### config.mk
export PLATFORM = sky130hd
export DESIGN_NAME = hilo_muldiv_unit
export DESIGN_NICKNAME = d
export VERILOG_FILES = /design/src/rtl/mdu_pkg.sv /design/src/rtl/mdu_mul_stage.sv /design/src/rtl/mdu_div_core.sv /design/src/rtl/hilo_muldiv_unit.sv
export SDC_FILE = /design/constraint.sdc
export NUM_CORES = 2
export LEC_CHECK = 0
export BUFFER_PORTS_ARGS = -buffer_cell sky130_fd_sc_hd__clkbuf_2
export CAP_MARGIN = 10
export CORE_ASPECT_RATIO = 0.7
export CORE_MARGIN = 3
export CORE_UTILIZATION = 45
export CTS_CLUSTER_DIAMETER = 80
export DETAILED_ROUTE_END_ITERATION = 12
export GPL_ROUTABILITY_DRIVEN = 1
export PLACE_DENSITY = 0.62
export SLEW_MARGIN = 20
export SYNTH_ARGS = -nofsm -noshare
export SYNTH_HDL_FRONTEND = slang
export SYNTH_SLANG_ARGS = --single-unit
### constraint.sdc
create_clock -name clk -period 5.5 [get_ports clk]
set_input_delay 1.1 -clock clk [delete_from_list [all_inputs] [get_ports clk]]
set_output_delay 1.1 -clock clk [all_outputs]
set_load 0.05 [all_outputs]
### src/rtl/mdu_pkg.sv
package mdu_pkg;

   typedef enum logic [5:0] {
      FN_MFHI  = 6'd16,
      FN_MTHI  = 6'd17,
      FN_MFLO  = 6'd18,
      FN_MTLO  = 6'd19,
      FN_MULT  = 6'd24,
      FN_MULTU = 6'd25,
      FN_DIV   = 6'd26,
      FN_DIVU  = 6'd27,
      FN_MADD  = 6'd28,
      FN_MADDU = 6'd29,
      FN_MSUB  = 6'd46,
      FN_MSUBU = 6'd47
   } mdu_fn_e;

   typedef enum logic [1:0] {
      ACC_SET = 2'd0,
      ACC_ADD = 2'd1,
      ACC_SUB = 2'd2
   } acc_mode_e;

   typedef struct packed {
      logic      is_mul;
      logic      is_div;
      logic      sgn;
      acc_mode_e acc;
      logic      wr_hi;
      logic      wr_lo;
      logic      rd_hi;
      logic      rd_lo;
   } mdu_dec_t;

   function automatic mdu_dec_t mdu_decode(input logic [5:0] f);
      mdu_dec_t d;
      d = '{is_mul: 1'b0, is_div: 1'b0, sgn: 1'b0, acc: ACC_SET,
            wr_hi: 1'b0, wr_lo: 1'b0, rd_hi: 1'b0, rd_lo: 1'b0};
      case (f)
         FN_MFHI:  d.rd_hi = 1'b1;
         FN_MFLO:  d.rd_lo = 1'b1;
         FN_MTHI:  d.wr_hi = 1'b1;
         FN_MTLO:  d.wr_lo = 1'b1;
         FN_MULT:  begin d.is_mul = 1'b1; d.sgn = 1'b1; end
         FN_MULTU: d.is_mul = 1'b1;
         FN_MADD:  begin d.is_mul = 1'b1; d.sgn = 1'b1; d.acc = ACC_ADD; end
         FN_MADDU: begin d.is_mul = 1'b1; d.acc = ACC_ADD; end
         FN_MSUB:  begin d.is_mul = 1'b1; d.sgn = 1'b1; d.acc = ACC_SUB; end
         FN_MSUBU: begin d.is_mul = 1'b1; d.acc = ACC_SUB; end
         FN_DIV:   begin d.is_div = 1'b1; d.sgn = 1'b1; end
         FN_DIVU:  d.is_div = 1'b1;
         default:  d = d;
      endcase
      return d;
   endfunction

endpackage

### src/rtl/mdu_mul_stage.sv
module mdu_mul_stage #(
   parameter int XLEN    = 32,
   parameter int LATENCY = 0,
   localparam int PW     = 2 * XLEN
) (
   input  logic            clk,
   input  logic            rst_n,
   input  logic            go,
   input  logic            sgn,
   input  logic [XLEN-1:0] a,
   input  logic [XLEN-1:0] b,
   output logic [PW-1:0]   prod,
   output logic            valid,
   output logic            pending
);

   if (LATENCY != 0 && LATENCY != 1) begin : g_bad_latency
      $error("mdu_mul_stage: LATENCY must be 0 or 1");
   end

   logic signed [XLEN:0]   ext_a;
   logic signed [XLEN:0]   ext_b;
   logic signed [PW-1:0]   full;

   always_comb begin
      ext_a = {sgn & a[XLEN-1], a};
      ext_b = {sgn & b[XLEN-1], b};
      full  = ext_a * ext_b;
   end

   if (LATENCY == 0) begin : g_comb
      assign prod    = full;
      assign valid   = go;
      assign pending = 1'b0;
   end else begin : g_reg
      logic [PW-1:0] prod_q;
      logic          valid_q;
      always_ff @(posedge clk or negedge rst_n) begin
         if (!rst_n) begin
            prod_q  <= '0;
            valid_q <= 1'b0;
         end else begin
            valid_q <= go;
            if (go) prod_q <= full;
         end
      end
      assign prod    = prod_q;
      assign valid   = valid_q;
      assign pending = valid_q;

      a_r1_reg_valid_follows_go: assert property (@(posedge clk) disable iff (!rst_n)
         go |=> valid);
   end

endmodule

### src/rtl/mdu_div_core.sv
module mdu_div_core #(
   parameter int XLEN  = 32,
   localparam int ITERS = XLEN,
   localparam int CW    = $clog2(ITERS + 1)
) (
   input  logic            clk,
   input  logic            rst_n,
   input  logic            go,
   input  logic            sgn,
   input  logic [XLEN-1:0] dividend,
   input  logic [XLEN-1:0] divisor,
   output logic            busy,
   output logic            res_valid,
   output logic [XLEN-1:0] quo,
   output logic [XLEN-1:0] rem
);

   localparam logic [XLEN-1:0] MIN_NEG  = {1'b1, {(XLEN-1){1'b0}}};
   localparam logic [XLEN-1:0] ALL_ONES = {XLEN{1'b1}};
   localparam logic [XLEN-1:0] HALF_MSK = {{(XLEN/2){1'b0}}, {(XLEN/2){1'b1}}};
   localparam logic [CW-1:0]   CNT_INIT = CW'(ITERS);
   localparam logic [CW-1:0]   CNT_LAST = CW'(1);

   logic            a_neg, b_neg, div_zero, ovf, special;
   logic [XLEN-1:0] a_mag, b_mag, sp_quo, sp_rem;

   always_comb begin
      a_neg    = sgn & dividend[XLEN-1];
      b_neg    = sgn & divisor[XLEN-1];
      a_mag    = a_neg ? -dividend : dividend;
      b_mag    = b_neg ? -divisor : divisor;
      div_zero = (divisor == '0);
      ovf      = sgn && (dividend == MIN_NEG) && (divisor == ALL_ONES);
      special  = div_zero | ovf;
      if (div_zero) begin
         sp_rem = dividend;
         if (sgn) sp_quo = dividend[XLEN-1] ? XLEN'(1) : ALL_ONES;
         else     sp_quo = (dividend <= HALF_MSK) ? HALF_MSK : ALL_ONES;
      end else begin
         sp_rem = ALL_ONES;
         sp_quo = MIN_NEG;
      end
   end

   logic            busy_q, negq_q, negr_q;
   logic [CW-1:0]   cnt_q;
   logic [XLEN-1:0] rem_q, quo_q, dvs_q;

   logic [XLEN:0]   shifted, trial;
   logic            take, last;
   logic [XLEN-1:0] nrem, nquo, fin_q, fin_r;

   always_comb begin
      shifted = {rem_q, quo_q[XLEN-1]};
      trial   = shifted - {1'b0, dvs_q};
      take    = ~trial[XLEN];
      nrem    = take ? trial[XLEN-1:0] : shifted[XLEN-1:0];
      nquo    = {quo_q[XLEN-2:0], take};
      fin_q   = negq_q ? -nquo : nquo;
      fin_r   = negr_q ? -nrem : nrem;
      last    = busy_q && (cnt_q == CNT_LAST);
   end

   always_ff @(posedge clk or negedge rst_n) begin
      if (!rst_n) begin
         busy_q <= 1'b0;
         negq_q <= 1'b0;
         negr_q <= 1'b0;
         cnt_q  <= '0;
         rem_q  <= '0;
         quo_q  <= '0;
         dvs_q  <= '0;
      end else if (go && !special) begin
         busy_q <= 1'b1;
         cnt_q  <= CNT_INIT;
         rem_q  <= '0;
         quo_q  <= a_mag;
         dvs_q  <= b_mag;
         negq_q <= a_neg ^ b_neg;
         negr_q <= a_neg;
      end else if (busy_q) begin
         rem_q <= nrem;
         quo_q <= nquo;
         cnt_q <= cnt_q - CW'(1);
         if (last) busy_q <= 1'b0;
      end
   end

   assign busy      = busy_q;
   assign res_valid = (go && special) || last;
   assign quo       = last ? fin_q : sp_quo;
   assign rem       = last ? fin_r : sp_rem;

   // a special case never starts the iterator
   a_r10_special_stays_idle: assert property (@(posedge clk) disable iff (!rst_n)
      (go && special) |=> !busy_q);

   // the iterator is always counting while it is busy
   a_r6_count_live: assert property (@(posedge clk) disable iff (!rst_n)
      busy_q |-> (cnt_q != '0));

   // divide by zero returns the dividend as remainder
   always_comb begin
      if (rst_n && go && div_zero) begin
         a_r8_zero_keeps_dividend: assert (rem == dividend);
      end
   end

endmodule

### src/rtl/hilo_muldiv_unit.sv
module hilo_muldiv_unit
   import mdu_pkg::*;
#(
   parameter int XLEN        = 32,
   parameter int MUL_LATENCY = 0,
   localparam int PW         = 2 * XLEN
) (
   input  logic            clk,
   input  logic            rst_n,
   input  logic            start,
   input  logic [5:0]      func,
   input  logic [XLEN-1:0] rs_val,
   input  logic [XLEN-1:0] rt_val,
   output logic            busy,
   output logic            done,
   output logic [XLEN-1:0] hi_q,
   output logic [XLEN-1:0] lo_q,
   output logic            rd_valid,
   output logic [XLEN-1:0] rd_data
);

   if (XLEN < 8 || (XLEN % 2) != 0) begin : g_bad_width
      $error("hilo_muldiv_unit: XLEN must be even and at least 8");
   end

   mdu_dec_t        dec;
   logic            accept, mul_go, div_go;
   logic [PW-1:0]   prod, hilo_cur, acc_next;
   logic            mul_valid, mul_pend;
   logic            div_busy, div_valid;
   logic [XLEN-1:0] div_quo, div_rem;
   acc_mode_e       acc_q, acc_use;
   logic            done_q;

   always_comb begin
      dec    = mdu_decode(func);
      accept = start && !busy;
      mul_go = accept && dec.is_mul;
      div_go = accept && dec.is_div;
   end

   mdu_mul_stage #(.XLEN(XLEN), .LATENCY(MUL_LATENCY)) mul_i (
      .clk(clk), .rst_n(rst_n), .go(mul_go), .sgn(dec.sgn),
      .a(rs_val), .b(rt_val), .prod(prod), .valid(mul_valid), .pending(mul_pend)
   );

   mdu_div_core #(.XLEN(XLEN)) div_i (
      .clk(clk), .rst_n(rst_n), .go(div_go), .sgn(dec.sgn),
      .dividend(rs_val), .divisor(rt_val), .busy(div_busy),
      .res_valid(div_valid), .quo(div_quo), .rem(div_rem)
   );

   assign busy = div_busy | mul_pend;

   always_comb begin
      acc_use  = (MUL_LATENCY == 0) ? dec.acc : acc_q;
      hilo_cur = {hi_q, lo_q};
      case (acc_use)
         ACC_ADD: acc_next = hilo_cur + prod;
         ACC_SUB: acc_next = hilo_cur - prod;
         default: acc_next = prod;
      endcase
   end

   always_ff @(posedge clk or negedge rst_n) begin
      if (!rst_n) begin
         hi_q   <= '0;
         lo_q   <= '0;
         acc_q  <= ACC_SET;
         done_q <= 1'b0;
      end else begin
         if (mul_go) acc_q <= dec.acc;
         done_q <= mul_valid | div_valid | (accept & (dec.wr_hi | dec.wr_lo));
         if (mul_valid) begin
            {hi_q, lo_q} <= acc_next;
         end else if (div_valid) begin
            hi_q <= div_rem;
            lo_q <= div_quo;
         end else if (accept) begin
            if (dec.wr_hi) hi_q <= rs_val;
            if (dec.wr_lo) lo_q <= rs_val;
         end
      end
   end

   assign done     = done_q;
   assign rd_valid = start && !busy && (dec.rd_hi | dec.rd_lo);
   assign rd_data  = dec.rd_hi ? hi_q : lo_q;

   // completion of an iterated divide is flagged on the edge busy drops
   a_r6_done_at_div_end: assert property (@(posedge clk) disable iff (!rst_n)
      $fell(div_busy) |-> done);

   // no read is granted while the divider is running
   a_r4_no_read_while_busy: assert property (@(posedge clk) disable iff (!rst_n)
      div_busy |-> !rd_valid);

   // HI and LO hold while a divide iterates
   a_r11_hold_during_div: assert property (@(posedge clk) disable iff (!rst_n)
      (div_busy && !div_valid) |=> ($stable(hi_q) && $stable(lo_q)));

   // a multiply result is always followed by done
   a_r1_mul_done: assert property (@(posedge clk) disable iff (!rst_n)
      mul_valid |=> done);

   // a move to HI leaves LO alone
   a_r3_mthi_keeps_lo: assert property (@(posedge clk) disable iff (!rst_n)
      (accept && dec.wr_hi) |=> $stable(lo_q));

endmodule

==> results.toml <==
[finish]
syn2layout_area_growth_pct = 25.6
layout_common_cells = "1137 x inv_1, 1098 x fa_1, 1080 x buf_4"
nets = 9243
drive_gt1_share_pct = 24.3
seq_area_sq_um = 4260
final_common_cell = "inv_1"
post-route-cell-area_sq_um = 71700
multi_input_area_sq_um = 49200
fill_cells = 11300

[worst_hold_path]
hold_path.class = "reg2reg"
hp-start = "div_i.dvs_q[29]"

[global_route]
antenna_found_initial = 17
track_usage_pct = 32.9
grt_pass1_vias = 53100
grt_overflow = 0
grt_max_degree = 86
grt_pass1_wl_mm = 329

[synthesis]
synth.distinct_cells = 107
ys_seq_elements = 170
async_flop_share_pct = 100
synth_edf_count = 0
syn_area_sq_um = 57100
muxShareOfSynthArea_pct = 1.12
yosys_warnings = 0
synth-compound-area-share_pct = 12.3
syn_area_per_cell_sq_um = 8.44
synth_top_family_by_area = "adder cells"
synthSimpleGateAreaFrac_pct = 17.2
yosysSeqAreaShare_pct = 7.46
synthAdderAreaFrac_pct = 46.5
syn-instance-count = 6760
ys.flop_type = "dfrtp_1"
syn_nets = 8276
synth_xor_area_share_pct = 4.91

[timing]
setup_viol = 58
slew_violations = 0
max_slew.worst_pin.slew_ns = 1.12
fin_ws_ns = -5.60
finalHoldViolations = 0
fin_skew_ns = 0.0185
max_freq_mhz = 90.1
whs_ns = 0.489
finalCriticalPeriod_ns = 11.10
slew_headroom_pct = 25.5
period_share_pct = 202
rsz0062_at_grt = "yes"

[clock_tree]
clock_latency_ns = 0.49
tritoncts = "yes"
clock-root-buffer = "clkbuf_16"
cts_buffers = 17
hold_buffers = 0
cts.htree.levels = 4
cts.clk_slew.worst_paths_ns = 0.08
cts.sinks = 170
cts.path.max_buffers = 2

[job]
maxCapViolations = 0

[drt]
postRouteWirelength_mm = 215
drt-initial-drc-count = 4982
drc_errors = 0
routed_via_density = 5.55
routedWlPerCell_microns = 22.9
firstDrtPassIters = 6
vias = 52200
ant_nets = 0

[placed_design]
place_ws_ns = -6.44
gp_routability_congestion = 1.00
port_buffers = 171
place_area_sq_um = 68700
dp_hpwl_mm = 181

[floorplan]
core_sq_um = 125000
start_util_pct = 45.7
row_count = 108
die-area_sq_um = 131000
ios = 172
dieHeight_microns = 304
die_w_microns = 432

[critical_path]
critical_path_class = "in2reg"
critPathCaptureType = "flop"
crit_start = "func[5]"
cp-start-kind = "primary input"
critical_path.max_stage_delay_ns = 0.59
arrival_ns = 11.43
cp_slowest_cell = "fa_2"
path_max_fanout = 9
worstPathRequired_ns = 5.84
rr_startpoint = "div_i.quo_q[31]"

[outcome]
violations = "negative setup slack"
outcome = "complete, but fails checks"
per-layer routing:
metal / up-vias / wire length (microns) / track usage [%]
met5: - / 34 / 0
met4: 6 / 7200 / 8.64
met3: 327 / 20000 / 6.01
met2: 2237 / 94100 / 50.8
met1: 26300 / 94000 / 47.7
li1: 23200 / - / -
per-stage QoR:
step | std cells | TNS [ns] | util (%)
finish | 9395 | -238.19 | 57.4
global route | 9392 | -257.26 | 57.4
CTS | 9358 | -236.02 | 56.6
detailed placement | 9273 | -282.50 | 55.0
global placement | 9273 | -280.49 | 55.0
floorplan | 6760 | -217.04 | -
state kept, by name (all words and copies together), names as in the netlist:
signal        cells
div_i.dvs_q      32
div_i.quo_q      32
div_i.rem_q      32
hi_q             32
lo_q             32
div_i.cnt_q       6
div_i.busy        1
div_i.negq_q      1
div_i.negr_q      1
done              1
cells by family after synthesis:
kind of cell	Yosys count
compound gates	1053
xor+xnor	318
fa+ha+maj	1443
buf+inv	1580
flops	170
mux	60
simple gates	2136
final cells by class:
cell class              instances  share of cell area, %
well taps                    1650                   2.88
diodes                          7                 0.0244
clock buffers                  19                  0.604
repair buffers               1360                   15.5
flip-flops and latches        170                   5.94
inverters                    1168                   6.14
multi-input cells            5010                   68.7
clock inverters                11                  0.239
cell usage after synthesis (22+ instances only):
cell type	number	area [sq um]
inv_1	1165	4370
fa_1	1127	22600
nand2_1	1101	4130
nor2_1	317	1190
ha_1	316	3950
and2_1	315	1970
clkbuf_1	280	1050
a21oi_1	252	1260
o21ai_0	241	1210
xnor2_1	189	1660
dfrtp_1	170	4250
xor2_1	128	1120
buf_1	110	413
a21o_1	77	578
nor3_1	77	385
a31oi_1	65	407
nand3_1	57	285
nand2b_1	47	294
o221ai_1	44	385
or3_1	42	263
o211ai_1	40	300
o31ai_1	40	300
a221o_1	36	360
mux2_2	33	372
nor4_1	31	194
and3_1	30	188
nand4_1	30	188
mux2i_1	27	270
o21a_1	22	165
repair_timing:
action | in CTS | in global routing
endpoints found under the setup margin | 59 | 59
pin swaps | 128 | 118
endpoints found under the hold margin | 0 | 0
cloned | 2 | 5
gates resized for setup | 220 | 153
setup buffers | 56 | 27
worst max-delay path, delay by kind of cell:
family | cells | cell delay, ns
AO/OA/AOI/OAI | 9 | 1.59
XOR/XNOR | 4 | 0.74
adder cells (fa/ha/maj) | 10 | 4.76
buffers and inverters | 12 | 1.53
multiplexers | 1 | 0.13
AND/OR/NAND/NOR | 7 | 1.56
final timing paths:
kind                                    to  slack [ns]  depth (start not counted)
setup reg to reg                  hi_q[26]        0.08                         22
min in group asynchronous  div_i.rem_q[23]        0.57                          1
hold reg to reg            div_i.dvs_q[29]        0.49                          2
max in group asynchronous         lo_q[21]        3.91                          2
hold / removal             div_i.dvs_q[29]        0.49                          2
setup / recovery                  hi_q[31]       -5.60                         43
Power is not shown: default switching activity piles up to over one toggle a cycle in this logic, so the estimate is an artifact.
